`config.mk`:
```
export PLATFORM = sky130hd
export DESIGN_NAME = steer_wdog_top
export DESIGN_NICKNAME = d
export VERILOG_FILES = /design/src/rtl/steer_wdog_pkg.sv /design/src/rtl/steer_wdog_cfg.sv /design/src/rtl/steer_wdog_cnt.sv /design/src/rtl/steer_wdog_fire.sv /design/src/rtl/steer_wdog_top.sv
export SDC_FILE = /design/constraint.sdc
export NUM_CORES = 1
export LEC_CHECK = 0
export BUFFER_PORTS_ARGS = -buffer_cell sky130_fd_sc_hd__buf_2
export CORE_MARGIN = 1
export CORE_UTILIZATION = 30
export DETAILED_ROUTE_END_ITERATION = 6
export GPL_TIMING_DRIVEN = 0
export SETUP_SLACK_MARGIN = 0.05
export SYNTH_ARGS = -nofsm -noshare
export SYNTH_HDL_FRONTEND = slang
export SYNTH_SLANG_ARGS = --single-unit
```
`constraint.sdc`:
```
create_clock -name clk -period 2.6 [get_ports clk]
set_input_delay 0.13 -clock clk [delete_from_list [all_inputs] [get_ports clk]]
set_output_delay 0.13 -clock clk [all_outputs]
set_load 0.05 [all_outputs]
```
`src/rtl/steer_wdog_pkg.sv`:
```
package steer_wdog_pkg;
  localparam int CTRL_W  = 8;
  localparam int MULT_W  = 5;
  localparam int RES_W   = 2;
  localparam int MAX_EXP = 2 * ((1 << RES_W) - 1);
  localparam int CNT_W   = MULT_W + MAX_EXP;

  // Ticks for a control value: multiplier shifted left by twice the resolution.
  function automatic logic [CNT_W-1:0] ticks_of(input logic [CTRL_W-1:0] c);
    logic [MULT_W-1:0] m;
    logic [RES_W-1:0]  s;
    m = c[RES_W +: MULT_W];
    s = c[RES_W-1:0];
    return {{(CNT_W-MULT_W){1'b0}}, m} << {s, 1'b0};
  endfunction
endpackage

```
`src/rtl/steer_wdog_cfg.sv`:
```
module steer_wdog_cfg
  import steer_wdog_pkg::*;
#(
  parameter int W = CTRL_W
) (
  input  logic         clk,
  input  logic         rst_n,
  input  logic         wr_en,
  input  logic         rd_en,
  input  logic [W-1:0] wr_data,
  input  logic         clr_en,
  output logic [W-1:0] ctrl,
  output logic [W-1:0] load_val,
  output logic         restart
);
  always_ff @(posedge clk or negedge rst_n) begin
    if (!rst_n)      ctrl <= '0;
    else if (wr_en)  ctrl <= wr_data;
    else if (clr_en) ctrl <= '0;
  end

  assign restart  = wr_en | rd_en;
  assign load_val = wr_en ? wr_data : ctrl;

  AST_READ_KEEPS_CTRL: assert property (@(posedge clk) disable iff (!rst_n)
    (rd_en && !wr_en && !clr_en) |=> (ctrl == $past(ctrl)));
endmodule

```
`src/rtl/steer_wdog_cnt.sv`:
```
module steer_wdog_cnt #(
  parameter int CW = steer_wdog_pkg::CNT_W
) (
  input  logic          clk,
  input  logic          rst_n,
  input  logic          restart,
  input  logic [CW-1:0] load_ticks,
  input  logic          tick,
  output logic          expire
);
  logic [CW-1:0] remain;
  logic          armed;
  localparam logic [CW-1:0] ONE = CW'(1);

  assign expire = armed & tick & (remain == ONE) & ~restart;

  always_ff @(posedge clk or negedge rst_n) begin
    if (!rst_n) begin
      remain <= '0;
      armed  <= 1'b0;
    end else if (restart) begin
      remain <= load_ticks;
      armed  <= (load_ticks != '0);
    end else if (armed && tick) begin
      if (remain == ONE) begin
        remain <= '0;
        armed  <= 1'b0;
      end else begin
        remain <= remain - ONE;
      end
    end
  end

  AST_ARMED_NONZERO: assert property (@(posedge clk) disable iff (!rst_n)
    armed |-> (remain != '0));
  AST_STOP_AFTER_EXPIRE: assert property (@(posedge clk) disable iff (!rst_n)
    expire |=> !armed);
  AST_ZERO_NOT_ARMED: assert property (@(posedge clk) disable iff (!rst_n)
    (restart && load_ticks == '0) |=> !armed);
endmodule

```
`src/rtl/steer_wdog_fire.sv`:
```
module steer_wdog_fire (
  input  logic clk,
  input  logic rst_n,
  input  logic expire,
  input  logic steer,
  input  logic restart,
  output logic flag,
  output logic rst_req,
  output logic irq
);
  always_ff @(posedge clk or negedge rst_n) begin
    if (!rst_n) begin
      flag    <= 1'b0;
      rst_req <= 1'b0;
      irq     <= 1'b0;
    end else begin
      rst_req <= expire & steer;
      irq     <= expire & ~steer;
      if (restart)     flag <= 1'b0;
      else if (expire) flag <= 1'b1;
    end
  end

  AST_PULSE_EXCLUSIVE: assert property (@(posedge clk) disable iff (!rst_n)
    !(rst_req && irq));
  AST_RST_ONE_CYCLE: assert property (@(posedge clk) disable iff (!rst_n)
    rst_req |=> !rst_req);
  AST_IRQ_ONE_CYCLE: assert property (@(posedge clk) disable iff (!rst_n)
    irq |=> !irq);
  AST_FLAG_WITH_EVENT: assert property (@(posedge clk) disable iff (!rst_n)
    (rst_req || irq) |-> flag);
endmodule

```
`src/rtl/steer_wdog_top.sv`:
```
module steer_wdog_top
  import steer_wdog_pkg::*;
(
  input  logic              clk,
  input  logic              rst_n,
  input  logic              tick_16hz,
  input  logic              reg_wr,
  input  logic              reg_rd,
  input  logic [CTRL_W-1:0] wr_data,
  output logic [CTRL_W-1:0] ctrl_q,
  output logic [CTRL_W-1:0] flags_q,
  output logic              rst_req,
  output logic              irq
);
  logic [CTRL_W-1:0] load_val;
  logic              restart;
  logic              expire;
  logic              steer;
  logic              wd_flag;

  assign steer = ctrl_q[CTRL_W-1];

  steer_wdog_cfg #(.W(CTRL_W)) u_cfg (
    .clk(clk), .rst_n(rst_n), .wr_en(reg_wr), .rd_en(reg_rd),
    .wr_data(wr_data), .clr_en(expire & steer),
    .ctrl(ctrl_q), .load_val(load_val), .restart(restart)
  );

  steer_wdog_cnt #(.CW(CNT_W)) u_cnt (
    .clk(clk), .rst_n(rst_n), .restart(restart),
    .load_ticks(ticks_of(load_val)), .tick(tick_16hz), .expire(expire)
  );

  steer_wdog_fire u_fire (
    .clk(clk), .rst_n(rst_n), .expire(expire), .steer(steer),
    .restart(restart), .flag(wd_flag), .rst_req(rst_req), .irq(irq)
  );

  assign flags_q = {wd_flag, {(CTRL_W-1){1'b0}}};

  AST_CTRL_CLEARED: assert property (@(posedge clk) disable iff (!rst_n)
    rst_req |-> (ctrl_q == '0));
  AST_RESTART_CLEARS_FLAG: assert property (@(posedge clk) disable iff (!rst_n)
    (reg_wr || reg_rd) |=> !flags_q[CTRL_W-1]);
  AST_RESTART_BLOCKS_FIRE: assert property (@(posedge clk) disable iff (!rst_n)
    (reg_wr || reg_rd) |=> !(rst_req || irq));
endmodule

```
[Yosys cells after proc, flatten, opt, wreduce, memory -nomap -nowiden]
Index checks and enable logic that the tools add are counted.
Operators by class
  add/sub/neg operators: 1
  $mul: 0
  divide/modulo/power cells: 0
  $lt $le $gt $ge: 0
  equal/unequal tests: 1
  shift operators: 1
  muxes and demuxes: 11
  bitwise logic cells: 8
  reductions and logical operators: 7
Operators by type and width (number)
  two-way mux 11 bit: 3
  two-way mux 8 bit: 2
  equality test 11 x 1 -> 1 bit, second input constant: 1
  nonzero test 11 bit: 1
  left shift 5 x 3 -> 11 bit: 1
  subtractor 11 x 1 -> 11 bit, second input constant: 1
  nonzero test 2 bit: 4
  two-way mux 7 bit: 1
  AND 1 bit: 5
  two-way mux 1 bit: 5
  NOT 1 bit: 2
  AND reduction 2 bit: 1
  logical AND 1 bit: 1
  bitwise OR 1 bit: 1
Storage, ports and cells
  register bits: 23
  latch bits: 0
  RAM bits: 0
  bits in read-only memories: 0
  input bits: 13
  output and inout port bits: 18
  logic and storage cells: 35
  memories kept: 0

[Logic depth before layout (Yosys ltp)]
  depth after elaboration: 6
  mapped depth: 7
  depth with buffers taken out: 6

[Hierarchy]
From an unflattened synthesis, not the netlist that was laid out.
Unflattened totals
  cells, all modules: 149
  area total of the unflattened synthesis: 1510.2 um2
By module, submodules not included
  steer_wdog_cnt: times used 1, cells an instance 86, area each 799.5 um2, seq. area each 300.3 um2
  steer_wdog_cfg: times used 1, cells an instance 28, area each 404.1 um2, seq. area each 200.2 um2
  steer_wdog_top: times used 1, cells an instance 29, area each 205.2 um2, seq. area each 0.0 um2
  steer_wdog_fire: times used 1, cells an instance 6, area each 101.3 um2, seq. area each 75.1 um2

[Worst setup path before layout]
Ideal clock, no wire load.
  path kind: register to register
  start: register u_cnt.remain[1]
  end: register u_cnt.remain[3]
  library setup time: 0.126 ns
  arrival: 1.722 ns
  data required time: 2.474 ns
  setup slack: 0.752 ns
  cell stages (with the launch flop): 7
  buffers on the path: 0
  period minus slack after synthesis: 1.848 ns
  cells stage by stage: dfrtp_1 -> inv_1 -> ha_1 -> or4b_4 -> o311ai_4 -> nor3_1 -> a221o_1
On the way
  word-level cells in the longest chain between the ends: 4
  elaborated cells between the ends (all ways): 5
  those cells by class: add/sub (1); eq/ne (1); mux (3)
RTL lines
  start, declared: line steer_wdog_cnt.sv:11  | logic [CW-1:0] remain;
  start signal, assigned: line steer_wdog_cnt.sv:22  | remain <= load_ticks;
  start signal, assigned: line steer_wdog_cnt.sv:29  | remain <= remain - ONE;
  subtractor 11 x 1 -> 11 bit or equality test 11 x 1 -> 1 bit (tied branches): line steer_wdog_cnt.sv:29, steer_wdog_cnt.sv:25
  two-way mux 11 bit (*): line steer_wdog_cnt.sv:25  | if (remain == ONE) begin
  two-way mux 11 bit (*): line steer_wdog_cnt.sv:24  | end else if (armed && tick) begin
  two-way mux 11 bit (*): line steer_wdog_cnt.sv:21  | end else if (restart) begin
Mark *: on every way between the ends. The rest lies on a longest branch, timed or not. The select of a mux whose other input is x is not followed.
A chain may end at the register's enable or synchronous reset.

[Worst setup path in the final report]
Same ends and word-level chain as after synthesis.

==> results.txt <==
----------------------------------------------------
[Outcome]
  Outcome ... finished, final reports clean

[Layout]
  Fill cell instance count of the final layout ... 509
  Area overhead of the layout relative to synthesis ... 17.8%
  Area taken by flip-flops and latches ... 576 um^2
  Final standard cell count with taps included and fillers excluded ... 269
  Post-layout instance area ... 1830 um^2
  Area of the multi-input gates ... 862 um^2
  Utilization after layout ... 37.7%
  Share of post-route cells with drive strength above 1 ... 24.3%
  Leading cell types in the layout, fill and taps excluded ... buf_2, dfrtp_1, nor2_1
  Antenna cell count ... 0
  Most frequent standard cell in the layout excluding fill and tap cells ... buf_2
  Total Nets Final ... 218

[Critical path]
  Worst EP arrival ... 2.30 ns
  Required time worst endpoint ... 2.76 ns
  Crit path launch type ... register
  Element type at the critical path end ... register
  Critical setup path kind ... reg2reg
  Crit Path Max Fanout ... 8

[Floorplanning]
  Number of core rows ... 25
  Placeable core region ... 4850 um^2
  Starting Density ... 32.0%
  Boundary Pins ... 31
  Horizontal extent of the die ... 73.9 um
  Die Y ... 73.9 um
  Die area ... 5460 um^2

[Timing]
  Headroom to the max-slew limit ... 56.0%
  Setup slack of the critical path after layout ... 0.456 ns
  Transition at the pin with the smallest max-transition slack ... 0.656 ns
  Max Freq ... 466 MHz
  Count of final hold-check violations ... 0
  Number of pins exceeding their max-slew limit in the final report ... 0
  Final critical path time including I/O delays and setup ... 2.14 ns
  Final count of negative-setup-slack endpoints ... 0
  Post-Route Hold Slack ... 0.108 ns
  Setup clock skew after layout ... 0.00184 ns
  Setup repair after global routing missed its margin ... no
  Fraction of the cycle the final worst path needs ... 82.4%
  Total negative setup slack ... 0 ns

[Global route]
  Total routing usage reported by global routing ... 15.4%
  Maximum number of pins on one net before global-route repair ... 24
  Met3 Track Usage GR ... 3.84%
  Wire length of the first global-routing pass ... 6.36 mm
  Via count of the first global-routing pass ... 1287
  Met1 Usage GRT ... 22.1%
  Total overflow reported by the global router ... 0
  GR peak layer ... met2
  GR met2 Demand/Resource ... 23.2%
  Number of antenna violations at the first check in global routing ... 0

[Clocking]
  Total clock buffers created by CTS ... 3
  Maximum level of the CTS H-tree ... 1
  Root buffer cell ... clkbuf_8
  Number of gates given a new drive strength after cts ... 0
  Clock net sink count ... 23
  Clock latency of the later-clocked register in the worst-skew pair ... 0.27 ns
  CTS tree ... yes
  Register clock-pin slew on the reported worst setup and hold paths ... 0.09 ns
  Number of buffers on the longest clock path ... 2

[Place]
  Dpl ws ... 0.489 ns
  DP Area ... 1770 um^2
  Routability-driven placement congestion ratio ... 0.855
  Count of input and output buffers ... 23
  Post-placement cell count ... 264
  Half-perimeter wire length after detailed placement ... 2.82 mm

[Pwr]
  Tot Pwr ... 1.10 mW
  Total leakage power ... 0.827 nW
  Power density normalized to cell area ... 600 nW/um^2
  Peak supply drop ... 0.303 mV

[Detailed routing]
  Count of TritonRoute iterations in the first routing pass ... 4
  Final ANT Viol Nets ... 0
  Iteration-0 DRC Markers ... 106
  Routed via count ... 1411
  Detailed-route wire length ... 3.80 mm
  Residual DRC count ... 0
  Average wire per cell in the routed design ... 14.1 um
  Via/cell ratio ... 5.25

[Yosys]
  Share of synthesized flip-flops with an asynchronous set or reset ... 100%
  Number of enable flip-flop cells after synthesis ... 0
  Number of synthesized register bits ... 23
  Mapped cell area ... 1550 um^2
  Count of synthesis-stage warnings from yosys ... 0
  Per-instance average area after synthesis ... 9.23 um^2
  Number of distinct library cells after synthesis ... 46
  Proportion of synthesized chip area in sequential cells ... 37.1%
  Dominant register cell in the synthesized netlist ... dfrtp_1
  Cell count after synthesis ... 168

[Run]
  Max capacitance violation total ... 0

[Worst hold path]
  Class of the most critical hold timing path ... in2reg

----------------------------------------------------
==> cells in the mapped netlist (2+ instances only) <==
cell type,n,share of area (%)
a21o_1,2,0.97
nand2_1,8,1.9
o221ai_1,5,2.8
nand4_1,3,1.2
clkbuf_1,3,0.73
or3_1,5,2.0
buf_2,3,0.97
mux2_2,3,2.2
inv_1,9,2.2
nor2_1,18,4.4
ha_1,2,1.6
and2_1,2,0.81
o211ai_1,4,1.9
buf_4,10,4.8
a22oi_1,2,0.97
mux2i_1,12,7.7
dfrtp_1,23,37
o22ai_1,2,0.81
nand3_1,7,2.3
a21oi_1,9,2.9
nor3_1,3,0.97
a32oi_1,4,2.3
nor3_2,2,1.3
o21ai_0,5,1.6
==> metal layers <==
layer  part of all wire [%]  vias up
met5                      0        -
met4                   0.71        0
met3                    6.5        5
met2                     44       49
met1                     48      673
li1                       -      684
==> power by group <==
group	total [mW]	leakage, nW	switching (mW)	internal, mW
combinational	0.407	0.518	0.270	0.136
sequential	0.455	0.286	0.0525	0.403
clock	0.234	0.0228	0.125	0.110
total	1.10	0.827	0.447	0.649
==> timing repair <==
| item | 4_1_cts | 5_1_grt |
|---|---|---|
| hold buffers | 1 | 0 |
| buffers inserted | 0 | 0 |
| endpoints found under the hold margin | 23 | 0 |
==> final timing paths <==
kind                                  from               to  slack [ns]  cells past startpoint
max                        u_cnt.remain[1]  u_cnt.remain[3]        0.46                      6
min                             wr_data[7]    u_cfg.ctrl[7]        0.11                      3
max reg2reg                u_cnt.remain[1]  u_cnt.remain[3]        0.46                      6
min reg2reg                  u_cfg.ctrl[7]       u_fire.irq        0.48                      1
max in group asynchronous            rst_n      u_cnt.armed        1.85                      2
min in group asynchronous            rst_n       u_fire.irq        0.38                      2
==> registers in the layout (all words and copies together), names as in the netlist <==
name            count
u_cnt.remain       11
u_cfg.ctrl          8
u_cnt.armed         1
u_fire.flag         1
u_fire.irq          1
u_fire.rst_req      1
==> layout make-up <==
| cell class | instances | share of cell area [%] |
|---|---|---|
| Multi-Input combinational cell | 126 | 47.2 |
| Sequential cell | 23 | 31.5 |
| Timing Repair Buffer | 24 | 6.85 |
| Buffer | 16 | 5.55 |
| Tap cell | 67 | 4.59 |
| Clock buffer | 4 | 2.47 |
| Inverter | 9 | 1.85 |
==> critical path, stage by stage, from the launching register on <==
cell and delay, ns:
dfrtp_1 0.41, inv_1 0.10, ha_1 0.22, or4b_4 0.51
o311ai_4 0.42, nor3_1 0.08, a221o_1 0.28
==> cells by family after synthesis <==
logic type                 Yosys count  synth area share [%]
DFF                                 23                  37.1
muxes                               15                  9.93
buffers and inverters               25                  8.72
AOI/OAI and AO/OA                   43                  21.1
other                                1                 0.242
and+or+nand+nor                     59                  21.3
adders and majority gates            2                  1.61
Note: power is estimated with default switching activity, not from simulation.
